==> config.mk <==
export PLATFORM = sky130hd
export DESIGN_NAME = cs_chan_setup
export DESIGN_NICKNAME = d
export VERILOG_FILES = /design/src/rtl/cs_pkg.sv /design/src/rtl/cs_route_calc.sv /design/src/rtl/cs_port_status.sv /design/src/rtl/cs_path_pick.sv /design/src/rtl/cs_chan_setup.sv
export SDC_FILE = /design/constraint.sdc
export NUM_CORES = 1
export LEC_CHECK = 0
export ABC_AREA = 1
export BUFFER_PORTS_ARGS = -buffer_cell sky130_fd_sc_hd__buf_4
export CORE_MARGIN = 3
export CORE_UTILIZATION = 30
export DETAILED_ROUTE_END_ITERATION = 7
export HOLD_SLACK_MARGIN = 0.12
export SLEW_MARGIN = 20
export SYNTH_ARGS = -nofsm -noshare
export SYNTH_HDL_FRONTEND = slang
export SYNTH_SLANG_ARGS = --single-unit
==> constraint.sdc <==
create_clock -name clk -period 4.4 [get_ports clk]
set_clock_uncertainty 0.2 [all_clocks]
set_input_delay 0.22 -clock clk [delete_from_list [all_inputs] [get_ports clk]]
set_output_delay 0.22 -clock clk [all_outputs]
set_load 0.005 [all_outputs]
==> src/rtl/cs_pkg.sv <==
package cs_pkg;
  localparam int NPORT = 6;
  localparam int PW    = 3;

  typedef enum logic [PW-1:0] {
    P_LEFT  = 3'd0,
    P_RIGHT = 3'd1,
    P_UP    = 3'd2,
    P_DOWN  = 3'd3,
    P_LLOC  = 3'd4,
    P_RLOC  = 3'd5
  } port_e;

  typedef enum logic [1:0] {
    S_IDLE = 2'd0,
    S_WAIT = 2'd1,
    S_XFER = 2'd2,
    S_DENY = 2'd3
  } state_e;
endpackage

==> src/rtl/cs_route_calc.sv <==
module cs_route_calc
  import cs_pkg::*;
#(
  parameter int CW = 4
) (
  input  logic signed [CW-1:0] dx,
  input  logic signed [CW-1:0] dy,
  input  logic                 loc_sel,
  output port_e                c0_port,
  output port_e                c1_port,
  output logic                 c1_use
);
  always_comb begin
    c0_port = P_LLOC;
    c1_port = P_UP;
    c1_use  = 1'b0;
    if (dx != '0) begin
      c0_port = (dx < 0) ? P_LEFT : P_RIGHT;
      c1_use  = (dy != '0);
      c1_port = (dy < 0) ? P_DOWN : P_UP;
    end else if (dy != '0) begin
      c0_port = (dy < 0) ? P_DOWN : P_UP;
    end else begin
      c0_port = loc_sel ? P_RLOC : P_LLOC;
    end
  end
endmodule

==> src/rtl/cs_port_status.sv <==
module cs_port_status #(
  parameter int LANES = 3,
  parameter int LW    = 2,
  parameter int CNTW  = 2
) (
  input  logic [LANES-1:0] busy,
  output logic             free,
  output logic [LW-1:0]    idx,
  output logic [CNTW-1:0]  cnt
);
  always_comb begin
    free = 1'b0;
    idx  = '0;
    cnt  = '0;
    for (int l = LANES - 1; l >= 0; l--) begin
      if (!busy[l]) begin
        free = 1'b1;
        idx  = LW'(l);
      end
    end
    for (int l = 0; l < LANES; l++) begin
      cnt = cnt + CNTW'(busy[l]);
    end
  end
endmodule

==> src/rtl/cs_path_pick.sv <==
module cs_path_pick
  import cs_pkg::*;
#(
  parameter int CNTW = 2
) (
  input  logic            g0,
  input  logic            g1,
  input  port_e           p0,
  input  port_e           p1,
  input  logic [CNTW-1:0] n0,
  input  logic [CNTW-1:0] n1,
  output logic            take1
);
  logic second_cheaper;
  always_comb begin
    second_cheaper = (n1 < n0) || ((n1 == n0) && (p1 < p0));
    take1 = g1 && (!g0 || second_cheaper);
  end
endmodule

==> src/rtl/cs_chan_setup.sv <==
module cs_chan_setup
  import cs_pkg::*;
#(
  parameter int LANES = 3,
  parameter int CW    = 4,
  localparam int LW   = (LANES > 1) ? $clog2(LANES) : 1
) (
  input  logic                   clk,
  input  logic                   rst,
  input  logic                   up_req,
  input  logic signed [CW-1:0]   up_dx,
  input  logic signed [CW-1:0]   up_dy,
  input  logic                   up_loc_sel,
  output logic                   up_gnt,
  output logic                   up_dny,
  input  logic [NPORT*LANES-1:0] lane_busy,
  output logic [NPORT*LANES-1:0] dn_req,
  input  logic [NPORT*LANES-1:0] dn_gnt,
  input  logic [NPORT*LANES-1:0] dn_dny,
  output logic                   sel_valid,
  output logic [PW-1:0]          sel_port,
  output logic [LW-1:0]          sel_lane
);
  localparam int NL   = NPORT * LANES;
  localparam int CNTW = $clog2(LANES + 1);
  localparam int BW   = (NL > 1) ? $clog2(NL) : 1;

  state_e        st;
  logic [NL-1:0] rsv_q;
  port_e         s0_port, s1_port;
  logic [LW-1:0] s0_lane, s1_lane;
  logic          s0_ok, s1_ok;
  logic          g0_q, d0_q, g1_q, d1_q;

  // per-port lane status
  logic [NL-1:0]   occ;
  logic [NPORT-1:0] pfree;
  logic [LW-1:0]   pidx [NPORT];
  logic [CNTW-1:0] pcnt [NPORT];

  assign occ = lane_busy | rsv_q;

  generate
    for (genvar p = 0; p < NPORT; p++) begin : g_port
      cs_port_status #(.LANES(LANES), .LW(LW), .CNTW(CNTW)) u_stat (
        .busy (occ[p*LANES +: LANES]),
        .free (pfree[p]),
        .idx  (pidx[p]),
        .cnt  (pcnt[p])
      );
    end
  endgenerate

  // candidate directions
  port_e c0_port, c1_port;
  logic  c1_use, c0_ok, c1_ok;

  cs_route_calc #(.CW(CW)) u_route (
    .dx      (up_dx),
    .dy      (up_dy),
    .loc_sel (up_loc_sel),
    .c0_port (c0_port),
    .c1_port (c1_port),
    .c1_use  (c1_use)
  );

  assign c0_ok = pfree[c0_port];
  assign c1_ok = c1_use && pfree[c1_port];

  function automatic logic [NL-1:0] lane_bit(input port_e p, input logic [LW-1:0] l);
    return NL'(1) << (int'(p) * LANES + int'(l));
  endfunction

  // reply collection
  logic [BW-1:0] b0, b1;
  logic          g0_any, d0_any, g1_any, d1_any, all_rep, take1;

  always_comb begin
    b0      = BW'(int'(s0_port) * LANES + int'(s0_lane));
    b1      = BW'(int'(s1_port) * LANES + int'(s1_lane));
    g0_any  = s0_ok && (g0_q || dn_gnt[b0]);
    d0_any  = s0_ok && (d0_q || dn_dny[b0]);
    g1_any  = s1_ok && (g1_q || dn_gnt[b1]);
    d1_any  = s1_ok && (d1_q || dn_dny[b1]);
    all_rep = (!s0_ok || g0_any || d0_any) && (!s1_ok || g1_any || d1_any);
  end

  cs_path_pick #(.CNTW(CNTW)) u_pick (
    .g0    (g0_any),
    .g1    (g1_any),
    .p0    (s0_port),
    .p1    (s1_port),
    .n0    (pcnt[s0_port]),
    .n1    (pcnt[s1_port]),
    .take1 (take1)
  );

  // channel state machine
  always_ff @(posedge clk) begin
    if (rst) begin
      st        <= S_IDLE;
      rsv_q     <= '0;
      up_gnt    <= 1'b0;
      up_dny    <= 1'b0;
      sel_valid <= 1'b0;
      sel_port  <= '0;
      sel_lane  <= '0;
      s0_port   <= P_LEFT;
      s1_port   <= P_LEFT;
      s0_lane   <= '0;
      s1_lane   <= '0;
      s0_ok     <= 1'b0;
      s1_ok     <= 1'b0;
      g0_q      <= 1'b0;
      d0_q      <= 1'b0;
      g1_q      <= 1'b0;
      d1_q      <= 1'b0;
    end else begin
      case (st)
        S_IDLE: begin
          if (up_req) begin
            g0_q    <= 1'b0;
            d0_q    <= 1'b0;
            g1_q    <= 1'b0;
            d1_q    <= 1'b0;
            s0_port <= c0_port;
            s1_port <= c1_port;
            s0_lane <= pidx[c0_port];
            s1_lane <= pidx[c1_port];
            s0_ok   <= c0_ok;
            s1_ok   <= c1_ok;
            if (c0_ok || c1_ok) begin
              rsv_q <= (c0_ok ? lane_bit(c0_port, pidx[c0_port]) : '0)
                     | (c1_ok ? lane_bit(c1_port, pidx[c1_port]) : '0);
              st    <= S_WAIT;
            end else begin
              up_dny <= 1'b1;
              st     <= S_DENY;
            end
          end
        end
        S_WAIT: begin
          g0_q <= g0_any;
          d0_q <= d0_any;
          g1_q <= g1_any;
          d1_q <= d1_any;
          if (all_rep) begin
            if (g0_any || g1_any) begin
              up_gnt    <= 1'b1;
              sel_valid <= 1'b1;
              if (take1) begin
                rsv_q    <= lane_bit(s1_port, s1_lane);
                sel_port <= s1_port;
                sel_lane <= s1_lane;
              end else begin
                rsv_q    <= lane_bit(s0_port, s0_lane);
                sel_port <= s0_port;
                sel_lane <= s0_lane;
              end
              st <= S_XFER;
            end else begin
              rsv_q  <= '0;
              up_dny <= 1'b1;
              st     <= S_DENY;
            end
          end
        end
        S_XFER: begin
          if (!up_req) begin
            rsv_q     <= '0;
            up_gnt    <= 1'b0;
            sel_valid <= 1'b0;
            st        <= S_IDLE;
          end
        end
        S_DENY: begin
          if (!up_req) begin
            up_dny <= 1'b0;
            st     <= S_IDLE;
          end
        end
        default: st <= S_IDLE;
      endcase
    end
  end

  assign dn_req = rsv_q;
endmodule

==> results_dict.tcl <==
set metrics [dict create \
    status "complete, no violations" \
    yosys.cell_types.count 45 \
    maxCapViolations 0 \
    final.period_utilization_pct 90.7 \
    ys_ff_latch 42 \
    start_kind "flip-flop" \
    die_x_um 133 \
    ios 92 \
    worstPathArrival_ns 4.03 \
    wl_um 15200 \
    seq_area_um2 841 \
    cts_sinks 42 \
    fin_crit_ns 3.99 \
    worstMarginPinSlew_ns 1.01 \
    synth.area.top_cells "nand2_1, dfxtp_1, inv_1" \
    cp_max_fo 16 \
    antenna_found_initial 0 \
    vias 5475 \
    grt_pass1_vias 4927 \
    die-height_um 133 \
    grt-ovfl-total 0 \
    clkTransAtPathRegs_ns 0.07 \
    syn_inst 828 \
    async_flop_share_pct 0 \
    rows 45 \
    cp-end-kind "flip-flop" \
    fin_total_pwr_mw 3.85 \
    core_area_um2 15500 \
    drtAntennaViolNets 0 \
    synth_common_cells "nand2_1, inv_1, nor2_1, nand3_1, dfxtp_1" \
    n_antenna_cell 0 \
    wl_per_cell_um 13.6 \
    dr.pass1.iters 5 \
    setup_viol 0 \
    slew_violations 0 \
    dieArea_um2 17800 \
    hold_violations 0 \
    nets 1004 \
    grt_pass1_wl_um 24600 \
    timing.setup.tns_ns 0 \
    multiInputGateArea_um2 3360 \
    cts_max_level 2 \
    root_buffer "clkbuf_16" \
    finalWeightedCongestion 0.920 \
    synth_most_common_cell "nand2_1" \
    drive_gt1_share_pct 17.4 \
    hold_path.class "primary input to flip-flop" \
    cts_tree "built" \
    synth_top_cell_area_share_pct 17.8 \
    peakVddDrop_mv 0.246 \
    grt_usage_pct 16.7 \
    utilization_pct 37.9 \
    dp_hpwl_um 12100 \
    synth_nets 925 \
    drt_iter0_markers 465 \
    leakage_nw 2.94 \
    yosys.area.top_type "nand2_1" \
    grt_max_degree 33 \
    clkLatencyLatePin_ns 0.30 \
    drc_errors 0 \
    cts_resized 0 \
    slew_headroom_pct 32.6 \
    synth_area_um2 4870 \
    synth-seq-area-share_pct 17.3 \
    numPortBuffers 91 \
    syn_area_per_cell_um2 5.88 \
    avgViaCountPerCell 4.89 \
    clk_path_buf_depth 2 \
    cts_buffers 5 \
    required_ns 4.43 \
    ys_warn_count 0 \
    synth_edf_count 0 \
    area_delta_synth_final_pct 21.1 \
    rsz0062_at_grt "no" \
    nFillCells 1711 \
    pwr_density_cell_nw_per_um2 653 \
    crit_type "flip-flop to flip-flop" \
    max_freq_mhz 250 \
    synth_ff_type "dfxtp_1" \
    start_util_pct 31.3 \
]
-- stage by stage --
step	hold WS [ns]	std cells	setup WS (ns)	area, um^2
final	0.125	1119	0.408	5900
after floorplan	0.213	828	0.662	4870
after CTS	0.122	1119	0.419	5900
after global placement	0.254	1109	0.266	5680
after detailed placement	0.261	1109	0.282	5680
after global routing	0.141	1119	0.131	5900
-- cells by family (layout without fill, tap and decap cells) --
logic type / count (synthesis) / count (layout) / share of synthesized area [%]
buffers and inverters: 154 / 234 / 13.7
DFF: 42 / 42 / 17.3
AOI/OAI and AO/OA: 106 / 106 / 13.1
adders and majority gates: 31 / 31 / 9.82
muxes: 1 / 1 / 0.206
xor gates and xnor gates: 2 / 2 / 0.514
and+or+nand+nor: 492 / 492 / 45.4
-- path summary, 6_finish.rpt --
check / from / endpoint / slack [ns] / depth (start not counted)
max: s0_port[0]$_SDFFE_PP0P_ / dn_req[10]$_SDFFE_PP0P_ / 0.41 / 22
min reg2reg: g1_q$_SDFFE_PP0P_ / g1_q$_SDFFE_PP0P_ / 0.26 / 2
min: up_dy[3] / s1_port[0]$_SDFFE_PP0P_ / 0.12 / 3
max reg2reg: s0_port[0]$_SDFFE_PP0P_ / dn_req[10]$_SDFFE_PP0P_ / 0.41 / 22
-- critical path, cell delays in order (launching register included) --
cell	delay [ns]
dfxtp_1	0.33
clkinv_1	0.22
fa_1	0.60
inv_1	0.04
ha_1	0.18
inv_1	0.09
fa_1	0.45
buf_4	0.17
nor2_1	0.13
nand2_1	0.07
nand2_1	0.07
inv_2	0.03
nand2_1	0.07
nand2_2	0.06
nand2_2	0.09
nand3_4	0.15
nand2_4	0.21
nand2_1	0.07
nand2_1	0.16
nand3_1	0.16
nor2_1	0.23
nor2_1	0.07
nor2_1	0.08
-- layout make-up --
| cell class | count | share of cell area (%) |
|---|---|---|
| well taps | 211 | 4.48 |
| repair buffers | 102 | 13.1 |
| clock inverters | 3 | 1.17 |
| inverters | 124 | 7.94 |
| multi-input cells | 632 | 57.0 |
| clock buffers | 5 | 2.12 |
| flip-flops and latches | 42 | 14.3 |
-- state kept, by name (all words and copies together) (netlist names) --
signal / flops
dn_req: 18
s0_ok: 1
sel_lane: 2
s1_port: 2
g1_q: 1
st: 2
d1_q: 1
g0_q: 1
s0_lane: 2
sel_port: 3
s0_port: 3
up_dny: 1
d0_q: 1
sel_valid: 1
s1_ok: 1
s1_lane: 2
-- repair_timing --
| item | 4_1_cts | 5_1_grt |
|---|---|---|
| endpoints found under the hold margin | 10 | 0 |
| setup buffers | 0 | 0 |
| hold buffers | 2 | 0 |
-- routing by layer --
metal	track usage [%]	share of wire, %	up-vias
met2	26.9	46	155
met1	23.8	48	2488
met5	0	0	-
met3	2.23	5.1	16
li1	-	-	2816
met4	3.43	1.3	0
-- cells in the final DEF, fill, tap and decap left out, types with 19 or more instances in the layout --
master    count
o21ai_0      37
o211ai_1     20
inv_1       113
buf_4       100
nand4_1      22
ha_1         19
dfxtp_1      42
nand2_1     231
nor2_1      106
nand3_1      73
a21oi_1      35
-- report_power, final --
group	internal, mW	switching, mW	total, mW
Clock	0.327	0.173	0.499
Combinational	0.971	1.73	2.70
Sequential	0.517	0.132	0.649
No activity file was read; power rests on OpenSTA's default activity.
